[config.mk]
export PLATFORM = sky130hd
export DESIGN_NAME = sat_mac40
export DESIGN_NICKNAME = d
export VERILOG_FILES = /design/src/rtl/smac_pkg.sv /design/src/rtl/smac_mult.sv /design/src/rtl/smac_accum.sv /design/src/rtl/smac_extract.sv /design/src/rtl/sat_mac40.sv
export SDC_FILE = /design/constraint.sdc
export NUM_CORES = 1
export LEC_CHECK = 0
export BUFFER_PORTS_ARGS = -buffer_cell sky130_fd_sc_hd__buf_4
export CAP_MARGIN = 20
export CORE_MARGIN = 2
export CORE_UTILIZATION = 45
export CTS_CLUSTER_SIZE = 40
export DETAILED_ROUTE_END_ITERATION = 7
export PLACE_DENSITY = 0.63
export SLEW_MARGIN = 20
export SYNTH_ARGS = -nofsm -noshare
export SYNTH_HDL_FRONTEND = slang
export SYNTH_SLANG_ARGS = --single-unit
[constraint.sdc]
create_clock -name clk -period 16 [get_ports clk]
set_input_delay 0.8 -clock clk [delete_from_list [all_inputs] [get_ports clk]]
set_output_delay 0.8 -clock clk [all_outputs]
set_load 0.05 [all_outputs]
[src/rtl/smac_pkg.sv]
package smac_pkg;
    parameter int OP_W    = 16;
    parameter int GUARD_W = 8;
    parameter int ACC_W   = 40;
    localparam int PROD_W = ACC_W - GUARD_W;
    localparam int RES_W  = PROD_W;
    localparam int HALF_W = OP_W;

    typedef enum logic [1:0] {
        ACC_LOAD = 2'b00,
        ACC_ADD  = 2'b01,
        ACC_SUB  = 2'b10,
        ACC_KEEP = 2'b11
    } acc_op_e;

    typedef struct packed {
        logic wide;
        logic rnd;
        logic sat;
    } xfmt_t;

    typedef struct packed {
        logic                     vld;
        acc_op_e                  op;
        xfmt_t                    fmt;
        logic [ACC_W-1:0]         prod;
    } mstage_t;

    typedef struct packed {
        logic [RES_W-1:0] val;
        logic             clip;
    } xres_t;

    localparam logic [RES_W-1:0] NARROW_MAX = {{(RES_W-HALF_W+1){1'b0}}, {(HALF_W-1){1'b1}}};
    localparam logic [RES_W-1:0] NARROW_MIN = {{(RES_W-HALF_W+1){1'b1}}, {(HALF_W-1){1'b0}}};
    localparam logic [RES_W-1:0] WIDE_MAX   = {1'b0, {(RES_W-1){1'b1}}};
    localparam logic [RES_W-1:0] WIDE_MIN   = {1'b1, {(RES_W-1){1'b0}}};

    function automatic logic [OP_W:0] widen(input logic [OP_W-1:0] v, input logic sgn);
        return {sgn & v[OP_W-1], v};
    endfunction
endpackage

[src/rtl/smac_mult.sv]
module smac_mult
    import smac_pkg::*;
(
    input  logic            clk,
    input  logic            rst,
    input  logic            in_valid,
    input  logic [OP_W-1:0] op_a,
    input  logic [OP_W-1:0] op_b,
    input  logic            a_sgn,
    input  logic            b_sgn,
    input  logic            frac,
    input  acc_op_e         op,
    input  xfmt_t           fmt,
    output mstage_t         st
);
    localparam int FULL_W = 2 * (OP_W + 1);
    localparam logic [OP_W-1:0]  MIN_OP   = {1'b1, {(OP_W-1){1'b0}}};
    localparam logic [ACC_W-1:0] FRAC_TOP = {{(GUARD_W+1){1'b0}}, {(PROD_W-1){1'b1}}};

    logic signed [OP_W:0]     ax, bx;
    logic signed [FULL_W-1:0] full;
    logic [ACC_W-1:0]         prod_c;

    always_comb begin
        ax     = $signed(widen(op_a, a_sgn));
        bx     = $signed(widen(op_b, b_sgn));
        full   = ax * bx;
        prod_c = {{(ACC_W-FULL_W){full[FULL_W-1]}}, full};
        if (frac && a_sgn && b_sgn) begin
            if (op_a == MIN_OP && op_b == MIN_OP) prod_c = FRAC_TOP;
            else                                  prod_c = {prod_c[ACC_W-2:0], 1'b0};
        end
    end

    always_ff @(posedge clk) begin
        if (rst) begin
            st <= '0;
        end else begin
            st.vld <= in_valid;
            if (in_valid) begin
                st.op   <= op;
                st.fmt  <= fmt;
                st.prod <= prod_c;
            end
        end
    end
endmodule

[src/rtl/smac_accum.sv]
module smac_accum
    import smac_pkg::*;
(
    input  logic             clk,
    input  logic             rst,
    input  logic             vld,
    input  acc_op_e          op,
    input  logic [ACC_W-1:0] prod,
    input  logic             clr_ovf,
    output logic [ACC_W-1:0] acc,
    output logic [ACC_W-1:0] acc_nx,
    output logic             ovf_evt,
    output logic             ovf_flag
);
    logic [ACC_W:0] ext_acc, ext_p, total;

    always_comb begin
        ext_acc = {acc[ACC_W-1], acc};
        ext_p   = {prod[ACC_W-1], prod};
        case (op)
            ACC_LOAD: total = ext_p;
            ACC_ADD:  total = ext_acc + ext_p;
            ACC_SUB:  total = ext_acc - ext_p;
            ACC_KEEP: total = ext_acc;
        endcase
        ovf_evt = vld && (total[ACC_W] != total[ACC_W-1]);
        acc_nx  = vld ? total[ACC_W-1:0] : acc;
    end

    always_ff @(posedge clk) begin
        if (rst) begin
            acc      <= '0;
            ovf_flag <= 1'b0;
        end else begin
            acc <= acc_nx;
            if (ovf_evt)      ovf_flag <= 1'b1;
            else if (clr_ovf) ovf_flag <= 1'b0;
        end
    end
endmodule

[src/rtl/smac_extract.sv]
module smac_extract
    import smac_pkg::*;
(
    input  logic [ACC_W-1:0] acc,
    input  xfmt_t            fmt,
    output xres_t            res
);
    localparam int HI_W = ACC_W - HALF_W + 1;
    localparam logic [ACC_W:0] RND_K = {{(ACC_W+1-HALF_W){1'b0}}, 1'b1, {(HALF_W-1){1'b0}}};

    logic [ACC_W:0]  biased;
    logic [HI_W-1:0] hi;
    logic            fits_n, fits_w;

    always_comb begin
        biased = {acc[ACC_W-1], acc} + (fmt.rnd ? RND_K : '0);
        hi     = HI_W'($signed(biased) >>> HALF_W);
        fits_n = (&hi[HI_W-1:HALF_W-1]) | ~(|hi[HI_W-1:HALF_W-1]);
        fits_w = (&acc[ACC_W-1:RES_W-1]) | ~(|acc[ACC_W-1:RES_W-1]);
        res    = '0;
        if (fmt.wide) begin
            if (fmt.sat && !fits_w) begin
                res.val  = acc[ACC_W-1] ? WIDE_MIN : WIDE_MAX;
                res.clip = 1'b1;
            end else begin
                res.val  = acc[RES_W-1:0];
            end
        end else begin
            if (fmt.sat && !fits_n) begin
                res.val  = hi[HI_W-1] ? NARROW_MIN : NARROW_MAX;
                res.clip = 1'b1;
            end else begin
                res.val  = {{(RES_W-HALF_W){hi[HALF_W-1]}}, hi[HALF_W-1:0]};
            end
        end
    end
endmodule

[src/rtl/sat_mac40.sv]
module sat_mac40
    import smac_pkg::*;
(
    input  logic             clk,
    input  logic             rst,
    input  logic             in_valid,
    input  logic [OP_W-1:0]  op_a,
    input  logic [OP_W-1:0]  op_b,
    input  logic             a_signed,
    input  logic             b_signed,
    input  logic             frac_mode,
    input  logic [1:0]       acc_op,
    input  logic             out_wide,
    input  logic             rnd_en,
    input  logic             sat_en,
    input  logic             clr_ovf,
    output logic [ACC_W-1:0] acc_out,
    output logic [RES_W-1:0] res_out,
    output logic             res_sat,
    output logic             acc_ovf
);
    mstage_t          st;
    xfmt_t            fmt_in;
    xres_t            xr;
    logic [ACC_W-1:0] acc_q, acc_nx;
    logic             ovf_evt;
    logic [RES_W-1:0] res_q;
    logic             sat_q;

    always_comb begin
        fmt_in.wide = out_wide;
        fmt_in.rnd  = rnd_en;
        fmt_in.sat  = sat_en;
    end

    smac_mult u_mult (
        .clk(clk), .rst(rst), .in_valid(in_valid),
        .op_a(op_a), .op_b(op_b), .a_sgn(a_signed), .b_sgn(b_signed),
        .frac(frac_mode), .op(acc_op_e'(acc_op)), .fmt(fmt_in), .st(st)
    );

    smac_accum u_acc (
        .clk(clk), .rst(rst), .vld(st.vld), .op(st.op), .prod(st.prod),
        .clr_ovf(clr_ovf), .acc(acc_q), .acc_nx(acc_nx),
        .ovf_evt(ovf_evt), .ovf_flag(acc_ovf)
    );

    smac_extract u_ext (
        .acc(acc_nx), .fmt(st.fmt), .res(xr)
    );

    always_ff @(posedge clk) begin
        if (rst) begin
            res_q <= '0;
            sat_q <= 1'b0;
        end else if (st.vld) begin
            res_q <= xr.val;
            sat_q <= xr.clip;
        end
    end

    assign acc_out = acc_q;
    assign res_out = res_q;
    assign res_sat = sat_q;
endmodule

# Word-level counts from Yosys, hierarchy flattened
# Index checks and enable logic that the tools add are counted.
# op_classes
addsub	3
mul	1
n_div	0
magnitude_cmp	0
eq_ne	6
shift	0
n_mux	14
n_bitwise	6
n_reduce_logical	14
# ops
op	count
case mux 41 bit (4 select lines)	1
two-way mux 32 bit	4
two-way mux 40 bit	3
adder 40 x 40 -> 41 bit	1
adder 41 bit	1
subtractor 40 x 40 -> 41 bit	1
multiplier 17 x 17 -> 34 bit	1
two-way mux 33 bit	1
equality test 16 bit (second input constant)	2
two-way mux 16 bit	1
AND reduction 10 bit	1
OR reduction 10 bit	1
AND reduction 9 bit	1
OR reduction 9 bit	1
logical AND 1 bit	6
equality test 2 bit (second input constant)	2
two-way mux 1 bit	4
AND 1 bit	2
equality test 2 x 1 -> 1 bit (second input constant)	1
zero test 1 bit	2
zero test 2 bit	1
NOT 1 bit	2
bitwise OR 1 bit	2
nonzero test 2 bit	1
!= test 1 bit	1
# totals
regBits	120
latchBits	0
mem_bits_rw	0
romBits	0
wordCells	54
mem_count	0

# Depth between registers and ports, before layout
# depth
ltp_word	11
mapped_depth	30

# By module
# From an unflattened synthesis, not the netlist that was laid out.
# unflattened
cells_unflattened	2465
area_unflattened_um2	20638.5
# by_module_without_submodules
module	instances	cells_per_inst	area_each_um2
smac_mult	1	1417	12787.3
smac_accum	1	745	5350.1
smac_extract	1	196	1298.7
sat_mac40	1	107	1202.4

# Worst setup path before layout
# No wires, ideal clock.
# synth_path
path_type	input to register
from	in op_b[15]
to	reg u_mult.st[33] (netlist name)
setup_ns	0.074
arrival_ns	7.189
required_ns	15.926
slack_ns	8.736
cell_stages	26
n_path_buf	1
path_cell_list	clkbuf_1 > nand2_1 > or2_2 > fa_1 > inv_1 > fa_1 > fa_1 > fa_1 > inv_1 > fa_1 > inv_1 > fa_1 > ha_1 > a21o_1 > a21oi_1 > nand2_1 > o211ai_1 > a311oi_1 > nand2b_1 > a41oi_1 > a21oi_1 > a21o_1 > a21oi_1 > xnor2_1 > or3_1 > a31oi_1
# synth_between
elab_chain_cells	4
elab_cells_between_ends	6
cone_classes	mul (1); eq/ne (1); mux (2); bitwise (1); reduce/logical (1)
# synth_rtl
element	line	source
start, declared	sat_mac40.sv:8	input logic [OP_W-1:0] op_b,
AND 1 bit / equality test 16 bit (equally long branches)	smac_pkg.sv:40, smac_mult.sv:30	
multiplier 17 x 17 -> 34 bit / logical AND 1 bit (equally long branches)	smac_mult.sv:27, smac_mult.sv:30	
two-way mux 40 bit	smac_mult.sv:30	if (op_a == MIN_OP && op_b == MIN_OP) prod_c = FRAC_TOP;
two-way mux 40 bit *	smac_mult.sv:29	if (frac && a_sgn && b_sgn) begin
# Mark *: on every way between the ends. The rest lies on a longest branch, timed or not.
# A chain may end at the register's enable or synchronous reset.

# Worst setup path after layout
# layout_path
from	reg u_mult.st[11] (netlist name)
to	reg res_q[9], in the netlist res_out[9]
# layout_between
elab_chain_cells	11
elab_cells_between_ends	22
cone_classes	add/sub (3); mux (7); bitwise (4); reduce/logical (8)
# layout_rtl
element	line	source
subtractor 40 x 40 -> 41 bit / adder 40 x 40 -> 41 bit (equally long branches)	smac_accum.sv:23, smac_accum.sv:22	
case mux 41 bit (4 select lines) *	smac_accum.sv:20	case (op)
two-way mux 40 bit *	smac_accum.sv:27	acc_nx = vld ? total[ACC_W-1:0] : acc;
adder 41 bit	smac_extract.sv:16	biased = {acc[ACC_W-1], acc} + (fmt.rnd ? RND_K : '0);
OR reduction 10 bit	smac_extract.sv:18	fits_n = (&hi[HI_W-1:HALF_W-1]) | ~(|hi[HI_W-1:HALF_W-1]);
NOT 1 bit	smac_extract.sv:18	
bitwise OR 1 bit	smac_extract.sv:18	
zero test 1 bit	smac_extract.sv:29	if (fmt.sat && !fits_n) begin
logical AND 1 bit	smac_extract.sv:29	
two-way mux 32 bit	smac_extract.sv:29	
two-way mux 33 bit *	smac_extract.sv:21	if (fmt.wide) begin
end signal, assigned	sat_mac40.sv:57	res_q <= xr.val;
end, declared	sat_mac40.sv:27	logic [RES_W-1:0] res_q;
# Marks and branches as above.

==> reports/qor.csv <==
metric,value,unit
outcome,"finished, final reports clean",
arrival,8020,ps
antenna_found_initial,1,
ff_latch_area,2300,um2
fp-row-count,77,
root_buffer,clkbuf_16,
numCtsBuffers,17,
netlist.area_leader.share,29.7,%
clockPowerShare,7.8,%
ff2ff_setup_slack,8270,ps
grt_pass1_wl,97.9,mm
dr.pass1.iters,6,
synthCells,2420,
die-height,215,um
combPwrFrac,83.9,%
placed_area,21200,um2
ys_ff_latch,115,
syn_nets,2891,
ant_nets,0,
cts_hold_buf,0,
fin_skew,8.95,ps
layout_min_cycle_time,7730,ps
synth_area_leader_cell,fa_1,
grt_max_degree,78,
vias,17621,
grtUsageTotal,26.6,%
setup_viol,0,
critPathMaxFanout,13,
rsz0062_at_grt,false,
power,4740,uW
io_buffer_count,117,
synth.area.top_cells,"fa_1 (30%), dfxtp_1 (11%), ha_1 (8.1%)",
end_kind,flip-flop,
drv_slew,0,
design.die.area,46200,um2
fillers,4440,
final_util,49.4,%
dpl.hpwl,46.9,mm
synth_edf_count,0,
post-cts-setup-buffers,0,
async_reset_ff_share,0,%
yosysMostFrequentCell,inv_1,
wire_per_inst,19.5,um
hp-class,flip-flop to flip-flop,
worst_pin_slew,890,ps
worstPathRequired,16280,ps
p_leak,0.00963,uW
seq_power_share,8.3,%
drive_gt1_share,8.58,%
synth_area_per_cell,8.28,um2
cts_num_sinks,115,
drt-initial-drc-count,1473,
final.period_utilization,48.3,%
initial_core_util,45.4,%
yosysWarnings,0,
synth.distinct_cells,85,
clk_pin_slew,60,ps
grt-ovfl-total,0,
powerDensity,217,nW/um2
max_freq,0.129,GHz
place_congestion,0.917,
syn_area,20000,um2
cp-start-kind,flip-flop,
slew_headroom,40.7,%
cts_resized,0,
setup.worst_path.class,flip-flop to flip-flop,
switchingPower,2490,uW
wl,59.4,mm
drc,0,
design_area,21800,um2
vias_per_cell,5.80,
ioPinCount,118,
switching_share,52.6,%
hold_ws,482,ps
finalHoldViolCount,0,
cap_violations,0,
worst_ir_drop_vdd,0.323,mV
die_x,215,um
synth_top_cells_by_count,"inv_1 (326), fa_1 (297), nand2_1 (282), nor2_1 (171), a21oi_1 (138)",
area.growth.synth_to_final,8.83,%
nets,2906,
clk_path_buf_depth,2,
grt_pass1_vias,18404,
clk_latency,440,ps
multi_input_area,16000,um2
synth-main-ff-cell,dfxtp_1,
coreArea,44100,um2
finalSetupTns,0,ps
yosysSeqAreaShare,11.5,%
htreeDepth,4,
p_int,2250,uW
cts_tree,built,
## flip-flops by register name, indices dropped and copies added, names as in the netlist
register and count:
u_acc.ovf_flag 1, u_acc.acc 40, res_sat 1, u_mult.st 41, res_out 32
## cell usage in the layout, fill, tap and decap left out, types with 59 or more instances in the layout
cell type    n
and2_1     120
buf_4      135
xnor2_1     82
o21ai_0     59
fa_1       297
ha_1       130
nand2_1    282
nor2_1     171
a21oi_1    138
dfxtp_1    114
inv_1      326
## worst max-delay path, stage by stage (launching register included)
cell and delay (ps):
dfxtp_1 350, or4_1 600, nor4_1 310, nand2b_1 150
nor3_1 270, and3_1 310, a21oi_1 110, xnor2_1 150
ha_1 430, nand4_1 320, nor3_1 340, o2111ai_1 320
nand4_1 210, xor2_1 160, a222oi_1 200, a2111oi_2 690
nand3_1 480, or4_1 610, a21boi_1 150, o22a_1 190
o21a_1 490, o31a_1 540, a311oi_2 180
## power groups by stage
stage / Sequential (uW) / Clock [uW] / Combinational (uW)
finish: 394 / 367 / 3980
global route: 400 / 386 / 4550
CTS: 393 / 373 / 4000
detailed placement: 399 / 0 / 3960
global placement: 399 / 0 / 3910
floorplan: 422 / 0 / 3160
## per-layer routing
metal	wire length (um)	vias to the layer above	global-route usage, %
met3	3130	106	3.60
li1	-	8102	-
met1	25700	8846	35.1
met5	9	-	0
met2	28800	565	45.2
met4	1710	2	8.34
## stage by stage
| stage | setup slack, ps | cells |
|---|---|---|
| after detailed placement | 7920 | 3007 |
| after floorplan | 8740 | 2420 |
| after global routing | 7580 | 3039 |
| after global placement | 8050 | 3006 |
| final | 8270 | 3040 |
| after CTS | 8360 | 3038 |
## cell families after synthesis
kind of cell,synth area share (%)
flops,11.5
buf+inv,8.89
fa+ha+maj,37.8
simple gates,19.6
compound gates,17.0
xor+xnor,4.37
mux,0.806
## path summary, 6_finish.rpt
kind / start / to / cells past startpoint
hold reg to reg: res_out[18]$_SDFFE_PP0P_ / res_out[18]$_SDFFE_PP0P_ / 2
setup reg to reg: u_mult.st[11]$_SDFFE_PP0P_ / res_out[9]$_SDFFE_PP0P_ / 22
hold / removal: res_out[18]$_SDFFE_PP0P_ / res_out[18]$_SDFFE_PP0P_ / 2
setup / recovery: u_mult.st[11]$_SDFFE_PP0P_ / res_out[9]$_SDFFE_PP0P_ / 22
## cell type report
class	count	share of cell area [%]
multi-input combinational	1839	73.2
sequential	115	10.6
inverter	326	5.61
timing repair buffer	136	4.67
tap	592	3.40
clock buffer	20	2.05
clock inverter	11	0.494
antenna	1	0.0115
Power figures use the tool's default switching activity.
